$ cat config.mk
export PLATFORM = sky130hd
export DESIGN_NAME = acc_seq_core
export DESIGN_NICKNAME = d
export VERILOG_FILES = /design/src/rtl/acc_seq_pkg.sv /design/src/rtl/acc_seq_rst_sync.sv /design/src/rtl/acc_seq_fsm.sv /design/src/rtl/acc_seq_addr_mux.sv /design/src/rtl/acc_seq_dp.sv /design/src/rtl/acc_seq_core.sv
export SDC_FILE = /design/constraint.sdc
export NUM_CORES = 1
export LEC_CHECK = 0
export ABC_AREA = 1
export BUFFER_PORTS_ARGS = -buffer_cell sky130_fd_sc_hd__buf_2
export CORE_MARGIN = 2
export CORE_UTILIZATION = 55
export CTS_CLUSTER_SIZE = 16
export DETAILED_ROUTE_END_ITERATION = 8
export HOLD_SLACK_MARGIN = 0.08
export PLACE_DENSITY = 0.87
export SLEW_MARGIN = 25
export SYNTH_ARGS = -nofsm -noshare
export SYNTH_HDL_FRONTEND = slang
export SYNTH_SLANG_ARGS = --single-unit
$ cat constraint.sdc
create_clock -name clk -period 2.13 [get_ports clk]
set_input_delay 0.1065 -clock clk [delete_from_list [all_inputs] [get_ports clk]]
set_output_delay 0.1065 -clock clk [all_outputs]
set_load 0.005 [all_outputs]
$ cat src/rtl/acc_seq_pkg.sv
package acc_seq_pkg;

  typedef enum logic [2:0] {
    ST_FETCH,
    ST_DECODE,
    ST_OPND1,
    ST_OPND2,
    ST_READ,
    ST_DATA,
    ST_HALT
  } seq_state_e;

  typedef enum logic [0:0] {
    ADDR_PC  = 1'b0,
    ADDR_EAR = 1'b1
  } addr_sel_e;

  localparam logic [7:0] OP_CLRA    = 8'h87;
  localparam logic [7:0] OP_LDA_IMM = 8'h86;
  localparam logic [7:0] OP_LDA_DIR = 8'h96;
  localparam logic [7:0] OP_LDA_EXT = 8'hB6;
  localparam logic [7:0] OP_LDA_IDX = 8'hA6;
  localparam logic [7:0] OP_BRA     = 8'h20;
  localparam logic [7:0] POST_IDX0  = 8'h00;

  typedef struct packed {
    logic      ir_ld;
    logic      pc_inc;
    logic      pc_rel;
    logic      a_clr;
    logic      a_ld;
    logic      ear_dir;
    logic      ear_hi;
    logic      ear_lo;
    logic      ear_idx;
    addr_sel_e addr_sel;
    logic      retire;
  } seq_ctl_t;

endpackage

$ cat src/rtl/acc_seq_rst_sync.sv
module acc_seq_rst_sync #(
  parameter int STAGES = 2
) (
  input  logic clk,
  input  logic rst_n,
  output logic rst_sync_n
);

  logic [STAGES-1:0] sync_q;

  always_ff @(posedge clk or negedge rst_n) begin
    if (!rst_n) sync_q <= '0;
    else        sync_q <= {sync_q[STAGES-2:0], 1'b1};
  end

  assign rst_sync_n = sync_q[STAGES-1];

endmodule

$ cat src/rtl/acc_seq_fsm.sv
module acc_seq_fsm
  import acc_seq_pkg::*;
#(
  parameter int DATA_W = 8
) (
  input  logic              clk,
  input  logic              rst_ni,
  input  logic [DATA_W-1:0] rdata_i,
  input  logic [DATA_W-1:0] ir_i,
  output seq_ctl_t          ctl_o,
  output logic              illegal_o
);

  seq_state_e state_q, state_d;
  logic       illegal_q, illegal_d;

  // next-state and control decode
  always_comb begin
    state_d   = state_q;
    illegal_d = illegal_q;
    ctl_o     = '0;
    case (state_q)
      ST_FETCH: begin
        ctl_o.pc_inc = 1'b1;
        state_d      = ST_DECODE;
      end
      ST_DECODE: begin
        ctl_o.ir_ld = 1'b1;
        case (rdata_i)
          OP_CLRA: begin
            ctl_o.a_clr  = 1'b1;
            ctl_o.retire = 1'b1;
            state_d      = ST_FETCH;
          end
          OP_LDA_IMM, OP_LDA_DIR, OP_LDA_EXT, OP_LDA_IDX, OP_BRA: begin
            ctl_o.pc_inc = 1'b1;
            state_d      = ST_OPND1;
          end
          default: begin
            illegal_d = 1'b1;
            state_d   = ST_HALT;
          end
        endcase
      end
      ST_OPND1: begin
        case (ir_i)
          OP_LDA_IMM: begin
            ctl_o.a_ld   = 1'b1;
            ctl_o.retire = 1'b1;
            state_d      = ST_FETCH;
          end
          OP_LDA_DIR: begin
            ctl_o.ear_dir = 1'b1;
            state_d       = ST_READ;
          end
          OP_LDA_EXT: begin
            ctl_o.ear_hi = 1'b1;
            ctl_o.pc_inc = 1'b1;
            state_d      = ST_OPND2;
          end
          OP_LDA_IDX: begin
            if (rdata_i == POST_IDX0) begin
              ctl_o.ear_idx = 1'b1;
              state_d       = ST_READ;
            end else begin
              illegal_d = 1'b1;
              state_d   = ST_HALT;
            end
          end
          OP_BRA: begin
            ctl_o.pc_rel = 1'b1;
            ctl_o.retire = 1'b1;
            state_d      = ST_FETCH;
          end
          default: begin
            illegal_d = 1'b1;
            state_d   = ST_HALT;
          end
        endcase
      end
      ST_OPND2: begin
        ctl_o.ear_lo = 1'b1;
        state_d      = ST_READ;
      end
      ST_READ: begin
        ctl_o.addr_sel = ADDR_EAR;
        state_d        = ST_DATA;
      end
      ST_DATA: begin
        ctl_o.a_ld   = 1'b1;
        ctl_o.retire = 1'b1;
        state_d      = ST_FETCH;
      end
      default: begin
        state_d = ST_HALT;
      end
    endcase
  end

  always_ff @(posedge clk or negedge rst_ni) begin
    if (!rst_ni) begin
      state_q   <= ST_FETCH;
      illegal_q <= 1'b0;
    end else begin
      state_q   <= state_d;
      illegal_q <= illegal_d;
    end
  end

  assign illegal_o = illegal_q;

endmodule

$ cat src/rtl/acc_seq_addr_mux.sv
module acc_seq_addr_mux
  import acc_seq_pkg::*;
#(
  parameter int ADDR_W = 16
) (
  input  addr_sel_e         sel_i,
  input  logic [ADDR_W-1:0] pc_i,
  input  logic [ADDR_W-1:0] ear_i,
  output logic [ADDR_W-1:0] addr_o
);

  always_comb begin
    case (sel_i)
      ADDR_EAR: addr_o = ear_i;
      default:  addr_o = pc_i;
    endcase
  end

endmodule

$ cat src/rtl/acc_seq_dp.sv
module acc_seq_dp
  import acc_seq_pkg::*;
#(
  parameter int              ADDR_W     = 16,
  parameter int              DATA_W     = 8,
  parameter logic [ADDR_W-1:0] START_ADDR = '0
) (
  input  logic              clk,
  input  logic              rst_ni,
  input  seq_ctl_t          ctl_i,
  input  logic [DATA_W-1:0] rdata_i,
  output logic [DATA_W-1:0] ir_o,
  output logic [DATA_W-1:0] acc_o,
  output logic [ADDR_W-1:0] x_o,
  output logic [ADDR_W-1:0] pc_o,
  output logic [ADDR_W-1:0] ear_o,
  output logic              z_o,
  output logic              n_o,
  output logic              done_o
);

  localparam int EXT_W = ADDR_W - DATA_W;

  logic [DATA_W-1:0] ir_q, acc_q;
  logic [ADDR_W-1:0] x_q, pc_q, ear_q, pc_d, ear_d;
  logic              z_q, n_q, done_q;
  logic [ADDR_W-1:0] disp_sext;

  assign disp_sext = {{EXT_W{rdata_i[DATA_W-1]}}, rdata_i};

  // PC next value
  always_comb begin
    pc_d = pc_q;
    if (ctl_i.pc_inc)      pc_d = pc_q + ADDR_W'(1);
    else if (ctl_i.pc_rel) pc_d = pc_q + disp_sext;
  end

  // effective address next value
  always_comb begin
    ear_d = ear_q;
    if (ctl_i.ear_dir)      ear_d = {{EXT_W{1'b0}}, rdata_i};
    else if (ctl_i.ear_idx) ear_d = x_q;
    else if (ctl_i.ear_hi)  ear_d = {rdata_i, ear_q[EXT_W-1:0]};
    else if (ctl_i.ear_lo)  ear_d = {ear_q[ADDR_W-1:DATA_W], rdata_i};
  end

  always_ff @(posedge clk or negedge rst_ni) begin
    if (!rst_ni) begin
      pc_q  <= START_ADDR;
      ear_q <= '0;
      ir_q  <= '0;
      x_q   <= '0;
    end else begin
      if (ctl_i.pc_inc || ctl_i.pc_rel) pc_q <= pc_d;
      if (ctl_i.ear_dir || ctl_i.ear_idx || ctl_i.ear_hi || ctl_i.ear_lo) ear_q <= ear_d;
      if (ctl_i.ir_ld) ir_q <= rdata_i;
      x_q <= x_q;
    end
  end

  // accumulator and flags
  always_ff @(posedge clk or negedge rst_ni) begin
    if (!rst_ni) begin
      acc_q <= '0;
      z_q   <= 1'b1;
      n_q   <= 1'b0;
    end else if (ctl_i.a_clr) begin
      acc_q <= '0;
      z_q   <= 1'b1;
      n_q   <= 1'b0;
    end else if (ctl_i.a_ld) begin
      acc_q <= rdata_i;
      z_q   <= (rdata_i == '0);
      n_q   <= rdata_i[DATA_W-1];
    end
  end

  always_ff @(posedge clk or negedge rst_ni) begin
    if (!rst_ni) done_q <= 1'b0;
    else         done_q <= ctl_i.retire;
  end

  assign ir_o   = ir_q;
  assign acc_o  = acc_q;
  assign x_o    = x_q;
  assign pc_o   = pc_q;
  assign ear_o  = ear_q;
  assign z_o    = z_q;
  assign n_o    = n_q;
  assign done_o = done_q;

endmodule

$ cat src/rtl/acc_seq_core.sv
module acc_seq_core
  import acc_seq_pkg::*;
#(
  parameter int                ADDR_W     = 16,
  parameter int                DATA_W     = 8,
  parameter logic [ADDR_W-1:0] START_ADDR = '0
) (
  input  logic              clk,
  input  logic              rst_n,
  output logic [ADDR_W-1:0] mem_addr,
  input  logic [DATA_W-1:0] mem_rdata,
  output logic [DATA_W-1:0] mem_wdata,
  output logic              mem_we,
  output logic [DATA_W-1:0] acc_a,
  output logic [ADDR_W-1:0] idx_x,
  output logic [ADDR_W-1:0] pc_o,
  output logic              flag_z,
  output logic              flag_n,
  output logic              instr_done,
  output logic              illegal_op
);

  logic              rst_int_n;
  seq_ctl_t          ctl;
  logic [DATA_W-1:0] ir;
  logic [ADDR_W-1:0] ear;

  acc_seq_rst_sync #(.STAGES(2)) u_rst (
    .clk        (clk),
    .rst_n      (rst_n),
    .rst_sync_n (rst_int_n)
  );

  acc_seq_fsm #(.DATA_W(DATA_W)) u_fsm (
    .clk       (clk),
    .rst_ni    (rst_int_n),
    .rdata_i   (mem_rdata),
    .ir_i      (ir),
    .ctl_o     (ctl),
    .illegal_o (illegal_op)
  );

  acc_seq_dp #(
    .ADDR_W     (ADDR_W),
    .DATA_W     (DATA_W),
    .START_ADDR (START_ADDR)
  ) u_dp (
    .clk     (clk),
    .rst_ni  (rst_int_n),
    .ctl_i   (ctl),
    .rdata_i (mem_rdata),
    .ir_o    (ir),
    .acc_o   (acc_a),
    .x_o     (idx_x),
    .pc_o    (pc_o),
    .ear_o   (ear),
    .z_o     (flag_z),
    .n_o     (flag_n),
    .done_o  (instr_done)
  );

  acc_seq_addr_mux #(.ADDR_W(ADDR_W)) u_amux (
    .sel_i  (ctl.addr_sel),
    .pc_i   (pc_o),
    .ear_i  (ear),
    .addr_o (mem_addr)
  );

  assign mem_wdata = '0;
  assign mem_we    = 1'b0;

endmodule

# Yosys cells after proc, flatten, opt, wreduce, memory -nomap -nowiden
# Index checks and enable logic that the tools add are counted.
[word_totals] reg_bits=57 latchBits=0 mem_bits_rw=0 mem_bits_ro=0 input_bits=10 out_inout_bits=69 word_cells=92 memories=0
[classes] n_addsub=2 multipliers=0 div=0 magnitude_cmp=0 n_eq_ne=20 shifts=0 muxes=40 bitwise=0 reduce_logical=19
[op_table] cell="$mux W16" n=6
[op_table] cell="$eq A8 B8 Y1 const B" n=9
[op_table] cell="$mux W8" n=3
[op_table] cell="$mux W1" n=21
[op_table] cell="$pmux W3 S6" n=1
[op_table] cell="$add A16 B1 Y16 const B" n=1
[op_table] cell="$add A16 B16 Y16" n=1
[op_table] cell="$eq A8 B6 Y1 const B" n=2
[op_table] cell="$pmux W3 S4" n=1
[op_table] cell="$logic_not A8 Y1" n=1
[op_table] cell="$eq A3 B2 Y1 const B" n=2
[op_table] cell="$eq A3 B3 Y1 const B" n=2
[op_table] cell="$pmux W1 S2" n=3
[op_table] cell="$pmux W1 S3" n=2
[op_table] cell="$pmux W3 S2" n=1
[op_table] cell="$reduce_bool A2 Y1" n=3
[op_table] cell="$reduce_bool A3 Y1" n=2
[op_table] cell="$reduce_or A6 Y1" n=1
[op_table] cell="$reduce_or A5 Y1" n=1
[op_table] cell="$logic_or A1 B1 Y1" n=4
[op_table] cell="$mux W2" n=2
[op_table] cell="$ne A2 B2 Y1 const B" n=2
[op_table] cell="$reduce_and A2 Y1" n=2
[op_table] cell="$reduce_and A4 Y1" n=1
[op_table] cell="7 further kinds" n=7

# Logic depth before layout (Yosys ltp)
# Gate-level depths: netlist (run 1).
[depth] depth_word=8 mapped_depth=23 ltp_nobuf=23

# Modules after synthesis
# A second synthesis (run 1) with hierarchy kept.
[unflattened] cells_unflattened=557 area_unflattened_um2=3910.0
[modules_own_cells] mod="acc_seq_dp" instances=1 cells_each=377 area_per_inst_um2=2955.3
[modules_own_cells] mod="acc_seq_fsm" instances=1 cells_each=115 area_per_inst_um2=585.6
[modules_own_cells] mod="acc_seq_addr_mux" instances=1 cells_each=52 area_per_inst_um2=244.0
[modules_own_cells] mod="acc_seq_core" instances=1 cells_each=10 area_per_inst_um2=71.3
[modules_own_cells] mod="acc_seq_rst_sync" instances=1 cells_each=3 area_per_inst_um2=53.8

# Least setup slack after synthesis (run 1)
# No wires, ideal clock.
[synth_timing] path_type="register to register" startpoint="reg u_fsm.state_q[1]" endpoint="reg u_dp.pc_q[10], in the netlist u_dp.pc_o[10]" setup_time_ns=0.127 arrival_time_ns=2.496 path_slack_ns=-0.493 stages_incl_launch_ff=17 path_buffers=0 period_less_slack_ns=2.623 path_cell_list="dfrtp_1 > or2_1 > nor2_1 > nor2_4 > nand2_1 > nor2_1 > fa_1 > a31oi_1 > o21ai_0 > nand2_1 > nand3_1 > nand2_1 > nor2_1 > nand2_1 > nand3_1 > nand3_1 > o21ai_0"
[synth_between] elab_chain_cells=4
[synth_lines] element="from (decl)" line="acc_seq_fsm.sv:14" text="seq_state_e state_q, state_d;"
[synth_lines] element="from (signal assigned)" line="acc_seq_fsm.sv:105" text="state_q <= state_d;"
[synth_lines] element="$eq A3 B2 Y1, or another cell as far along" line="acc_seq_fsm.sv:22" text="case (state_q)"
[synth_lines] element="$pmux W1 S3 or $mux W1 (tied branches)" line="acc_seq_fsm.sv:22"
[synth_lines] element="$reduce_bool A2 Y1 (no source line) or $logic_or A1 B1 Y1 (tied branches)"
[synth_lines] element="$reduce_and A2 Y1 (no source line)"
[synth_lines] element="to (signal assigned)" line="acc_seq_dp.sv:54" text="if (ctl_i.pc_inc || ctl_i.pc_rel) pc_q <= pc_d;"
[synth_lines] element="to (decl)" line="acc_seq_dp.sv:25" text="logic [ADDR_W-1:0] x_q, pc_q, ear_q, pc_d, ear_d;"
# Several ways; a longest one is shown, not always the timed one.
# A chain may end at the register's enable or synchronous reset.

# Final worst setup path (run 1)
[layout_timing] startpoint="reg u_fsm.state_q[0]" endpoint="reg u_dp.pc_q[15], in the netlist u_dp.pc_o[15]"
# The elaborated chain is that of the path after synthesis.

==> results of run 1 <==
## metal layers
metal	up-vias	global-route usage, %	wire, um
met5	-	0	0
met4	0	20.3	1680
met3	218	4.86	2110
met2	547	56.0	6850
met1	2141	42.5	4840
li1	1846	-	-
## sequential cells by signal, summed over array words and instances (netlist names)
name             flops
u_dp.ir_o            8
u_fsm.illegal_o      1
u_dp.ear_o          16
u_dp.acc_o           8
u_dp.z_o             1
u_fsm.state_q        3
u_dp.pc_o           16
u_rst.sync_q         2
u_dp.done_o          1
## cell usage after synthesis (2+ instances only)
library cell	n
dfrtp_1	55
o22ai_1	10
xor2_1	3
o21ai_1	2
clkbuf_1	7
buf_2	5
inv_1	59
or2_2	3
nor2_1	36
nor2_2	2
nand2_2	7
nand2_4	3
nand4_1	13
buf_4	27
o21ai_0	54
nand3_1	32
xnor2_1	4
o41ai_1	5
inv_2	7
nor4_1	3
ha_1	7
conb_1	2
nand2_1	130
a21oi_1	9
## cell type report
class	count	area, um2
tap	77	96.3
multi-input combinational	363	2210
clock buffer	6	72.6
sequential	56	1410
timing repair buffer	150	1070
fill	348	1200
clock inverter	2	35.0
inverter	66	250
## how the worst min path moves through the flow
stage	start	endpoint	slack [ns]
2_1_floorplan	rst_n	u_rst.sync_q[0]$_DFF_PN0_	-0.19
3_3_place_gp	rst_n	u_rst.sync_q[0]$_DFF_PN0_	-0.11
6_report	rst_n	u_rst.sync_q[1]$_DFF_PN0_	0.09
5_1_grt	rst_n	u_rst.sync_q[1]$_DFF_PN0_	0.10
3_5_place_dp	rst_n	u_rst.sync_q[0]$_DFF_PN0_	-0.10
4_1_cts	rst_n	u_rst.sync_q[1]$_DFF_PN0_	0.11
## kinds of logic (layout without fill, tap and decap cells)
| kind of cell | after synthesis | count (layout) | synth area share (%) |
|---|---|---|---|
| AOI/OAI and AO/OA | 86 | 86 | 13.2 |
| xor gates and xnor gates | 7 | 7 | 1.70 |
| adders and majority gates | 8 | 8 | 2.98 |
| buffers and inverters | 106 | 224 | 14.2 |
| DFF | 56 | 56 | 38.9 |
| other | 2 | 26 | 0.208 |
| and+or+nand+nor | 234 | 236 | 28.8 |
## stage by stage
stage	total power, mW	utilization [%]
global route	2.25	81.0
global placement	1.36	68.3
floorplan	1.29	-
CTS	2.08	75.2
detailed placement	1.37	68.3
finish	2.19	81.0
## power by group through the flow
stage	clock network [mW]	logic, mW	registers (mW)
2_1_floorplan	0	0.165	1.13
3_3_place_gp	0	0.241	1.12
3_5_place_dp	0	0.252	1.12
4_1_cts	0.700	0.283	1.10
5_1_grt	0.754	0.389	1.11
6_report	0.718	0.371	1.10
## timing repair
item | 4_1_cts | 5_1_grt
endpoints found under the hold margin | 2 | 0
endpoints found under the setup margin | 18 | 17
pin swaps | 36 | 43
resized for setup | 50 | 64
gates cloned | 0 | 2
buffers inserted | 19 | 18
hold buffers | 1 | 0
==> reports/metrics.yaml, run 1 <==
yosysTopAreaCellShare_pct: 38.1
die_y_um: 85.0
crit_cells: 19
hold_viol: 0
die_w_um: 85.0
pwr-share-clk_pct: 32.8
ys_ff_latch: 56
synthTopCellsByArea: "dfrtp_1 38%, nand2_1 14%, o21ai_0 7.5%, inv_1 6.1%, buf_4 5.6%"
cp_max_fo: 7
critical_path_arrival_ns: 3.17
clock.fmax_ghz: 0.339
relSlewSlack_pct: 54.4
synth_edf_count: 0
rsz0062_at_grt: "yes"
worstSkewPairLatency_ns: 0.33
port_buffers: 53
num_vias: 4752
syn_area_um2: 3610
clock-sinks: 56
yosys_warnings: 0
swShare_pct: 27.7
final_common_cell: "nand2_1"
r2r_slack_ns: -0.82
start_kind: "flip-flop"
synthCells: 499
power.switching_mw: 0.607
final_area_um2: 5140
clk_path_buf_depth: 2
diodes: 0
status: "finished, violations left"
drt_iter0_markers: 752
required_ns: 2.36
synth_cell_types: 38
grt_pass1_wl_um: 19800
area_growth_pct: 42.5
hpwlAfterDp_um: 7750
r2r_start: "u_fsm.state_q[0]$_DFF_PN0_"
grt_usage_pct: 34.1
initial_core_util_pct: 56.8
cts_buffers: 5
antenna_found_initial: 0
finalWeightedCongestion: 0.979
critPathKind: "reg2reg"
r2r_cells: 19
clk_pin_slew_ns: 0.11
grt.overflow.total: 0
crit_chain: "or2_1 > nor2_2 > nor2_4 > nand2_4 > nor2_2 > ha_4 > inv_2 > o21ai_1 > a21oi_2 > nand2_1 > nand2_2 > nor2_2 > nand2_1 > nand2_2 > nand2_2 > nand3_1 > nand2_1 > nand2_1 > nand2_1"
reg2reg_to: "u_dp.pc_o[15]$_DFFE_PN0P_"
yosysSeqAreaShare_pct: 38.9
cts-root-buf: "clkbuf_8"
path_buf_inv: 1
fp.coreArea_um2: 6350
ys.flop_type: "dfrtp_1"
dp_slack_ns: -0.598
post-place-cells: 677
power_density_nw_per_um2: 426
p_seq_share_pct: 50.3
viasPerCell: 6.60
cts_max_level: 2
grt_pass1_vias: 4135
endpoint_kind: "flip-flop"
layout.nets: 660
clock_skew_ns: 0.0139
drt_pre_antenna_iters: 9
drive_above_1_share_pct: 40.4
cp_slowest_cell: "dfrtp_2"
critPathMaxStageDelay_ns: 0.45
drt_wl_total_um: 15500
fin_crit_ns: 2.95
ant_nets: 0
power.internal_mw: 1.59
setup_ws_ns: -0.817
ir_drop_uv: 435
cts_tree: "yes"
stdcell_count: 720
hold_class: "in2async"
crit_start: "u_fsm.state_q[0]$_DFF_PN0_"
wl_per_cell_um: 21.5
violations: "design-rule violations, negative setup slack"
holdWs_ns: 0.0880
period_share_pct: 138
grt_max_degree: 33
worst_pin_slew_ns: 0.675
die_area_um2: 7230
setup_tns_ns: -6.57
power_frac_comb_pct: 16.9
crit_family: "simple AND/OR/NAND/NOR gates"
max_cap_viol_count: 0
layout_common_cells: "113 x nand2_1, 82 x buf_4, 53 x buf_2, 53 x dfrtp_1, 52 x inv_1"
cp_common_cell: "nand2_1"
setup_viol: 17
drv_slew: 0
async_flop_share_pct: 100
placedInstanceArea_um2: 4340
leakagePower_nw: 2.66
drc: 18
avgSynthCellArea_um2: 7.23
yosys.area.top_type: "dfrtp_1"
ios: 79
rows: 29
worstSetupEndpoint: "u_dp.pc_o[15]$_DFFE_PN0P_"
No activity file was read; power rests on OpenSTA's default activity.
==> inputs of run 2 (changes only) <==
MAX_ROUTING_LAYER = met4   (was unset)
==> run 2 against run 1 <==
Compared with the run above:
- the flow finishes with violations (negative setup slack)
- global-route usage down 4.1 points
- utilization shrank 4.5 points
- maximum frequency is 8.4% higher
- critical path depth is 2 higher
- cell count down 2.5%
- die area did not move
- worst hold slack improved by 0.0026 ns
- count of clock-buffer cells in the layout is the same
- sequential power barely moved
- largest power group unchanged
==> reports/metrics.yaml, run 2 (synthesis results as in run 1) <==
status: "finished, violations left"
violations: "negative setup slack"
setup_viol: 13
worst_pin_slew_ns: 0.678
post-place-cells: 677
fillers: 383
clock.fmax_ghz: 0.368
grt_pass1_wl_um: 17100
power_mw: 2.07
r2r_cells: 21
grt.overflow.total: 0
layout.nets: 642
critPathKind: "reg2reg"
relSlewSlack_pct: 54.8
drt_pre_antenna_iters: 7
clk_path_buf_depth: 2
cts_max_level: 2
max_cap_viol_count: 0
diodes: 0
fin_util_pct: 76.5
clk_pin_slew_ns: 0.12
cp_max_fo: 7
ant_nets: 0
ir_drop_uv: 297
drv_slew: 0
hpwlAfterDp_um: 7420
finalWeightedCongestion: 0.978
r2r_slack_ns: -0.59
initial_core_util_pct: 56.8
period_share_pct: 128
cts-root-buf: "clkbuf_8"
power_density_nw_per_um2: 426
wl_per_cell_um: 18.6
clock_skew_ns: 0.0139
multi_input_area_um2: 2080
cts_buffers: 5
fin_crit_ns: 2.72
hold_class: "in2async"
drt_iter0_markers: 482
worstSkewPairLatency_ns: 0.32
rows: 29
dp_slack_ns: -0.473
port_buffers: 53
start_kind: "flip-flop"
die_w_um: 85.0
stdcell_count: 702
fp.coreArea_um2: 6350
hold_viol: 0
die_area_um2: 7230
antenna_found_initial: 0
drt_wl_total_um: 13100
num_vias: 4190
endpoint_kind: "flip-flop"
leakagePower_nw: 2.54
drive_above_1_share_pct: 35.0
viasPerCell: 5.97
cts_tree: "yes"
holdWs_ns: 0.0906
setup_ws_ns: -0.589
ff_latch_area_um2: 1400
clock-sinks: 56
grt_pass1_vias: 3690
layout_common_cells: "120 x nand2_1, 71 x buf_4, 56 x inv_1, 54 x dfrtp_1, 53 x buf_2"
ios: 79
rsz0062_at_grt: "yes"
required_ns: 2.36
final_common_cell: "nand2_1"
drc: 0
area_growth_pct: 34.6
grt_max_degree: 33
grt_usage_pct: 30.0
reg2reg_to: "u_dp.pc_o[15]$_DFFE_PN0P_"
die_y_um: 85.0
r2r_start: "u_fsm.state_q[0]$_DFF_PN0_"
critical_path_arrival_ns: 2.95
## run 2: cell count changes in the layout (fill, tap and decap cells not counted), moves of 4 or more
cell / before / now
buf_6: 11 / 6
buf_4: 82 / 71
inv_1: 52 / 56
nor2_4: 9 / 5
nand2_2: 20 / 16
nor2_1: 18 / 25
o21ai_0: 40 / 45
nand2_1: 113 / 120
## run 2: stage by stage
step | setup TNS [ns] | area [um2]
final | -4.31 | 4860
after global placement | -3.28 | 4350
after CTS | -3.04 | 4550
after floorplan | -1.78 | 3740
after detailed placement | -4.01 | 4350
after global routing | -5.84 | 4860
## run 2: power by group
part           switching [mW]  leakage [nW]  internal (mW)  total (mW)
combinational           0.186          1.87          0.136       0.322
sequential             0.0197         0.631           1.09        1.11
clock                   0.377        0.0434          0.265       0.642
## run 2: critical path: stages, from the launching register on
cell,delay [ns]
dfrtp_1,0.42
buf_4,0.14
nand2_1,0.07
nor2_2,0.19
nand2_4,0.10
nand2_4,0.14
nor2_4,0.07
ha_4,0.27
a21oi_2,0.15
nand2_2,0.08
nand4_1,0.09
nand2_1,0.09
nand2_2,0.10
nor2_1,0.05
nand2_1,0.11
nand2_2,0.08
nand2_2,0.11
nand2_2,0.07
nand2_1,0.12
nand2_1,0.07
nand2_1,0.06
nand2_1,0.04
## run 2: cell type report
type | instances | area share (%)
clock buffer | 6 | 1.70
clock inverter | 2 | 0.309
inverter | 66 | 5.10
multi-input combinational | 361 | 42.7
sequential | 56 | 28.9
tap | 77 | 1.98
timing repair buffer | 134 | 19.3
## run 2: worst max-delay path by stage
stage / startpoint / end / slack [ns] / cells after the start
global placement: u_fsm.state_q[0]$_DFF_PN0_ / u_dp.pc_o[10]$_DFFE_PN0P_ / -0.39 / 19
finish: u_fsm.state_q[0]$_DFF_PN0_ / u_dp.pc_o[15]$_DFFE_PN0P_ / -0.59 / 21
detailed placement: u_dp.ir_o[3]$_DFFE_PN0P_ / u_dp.pc_o[10]$_DFFE_PN0P_ / -0.47 / 19
CTS: u_fsm.state_q[0]$_DFF_PN0_ / u_dp.pc_o[15]$_DFFE_PN0P_ / -0.37 / 20
global route: u_fsm.state_q[1]$_DFF_PN0_ / u_dp.pc_o[15]$_DFFE_PN0P_ / -0.77 / 20
floorplan: u_fsm.state_q[2]$_DFF_PN0_ / u_dp.pc_o[10]$_DFFE_PN0P_ / -0.36 / 19
## run 2: per-layer routing
metal | up-vias | share of wire [%] | track usage (%)
met1 | 1939 | 37 | 37.7
met3 | 98 | 9.4 | 3.89
met2 | 332 | 47 | 49.4
met4 | 0 | 6.7 | 11.7
met5 | - | 0 | -
li1 | 1821 | - | -
## run 2: repair_timing
action / CTS / global route
hold endpoints to repair: 2 / 0
hold buffers: 1 / 0
pin swaps: 10 / 33
setup buffers: 6 / 10
endpoints found under the setup margin: 20 / 14
resized for setup: 16 / 48
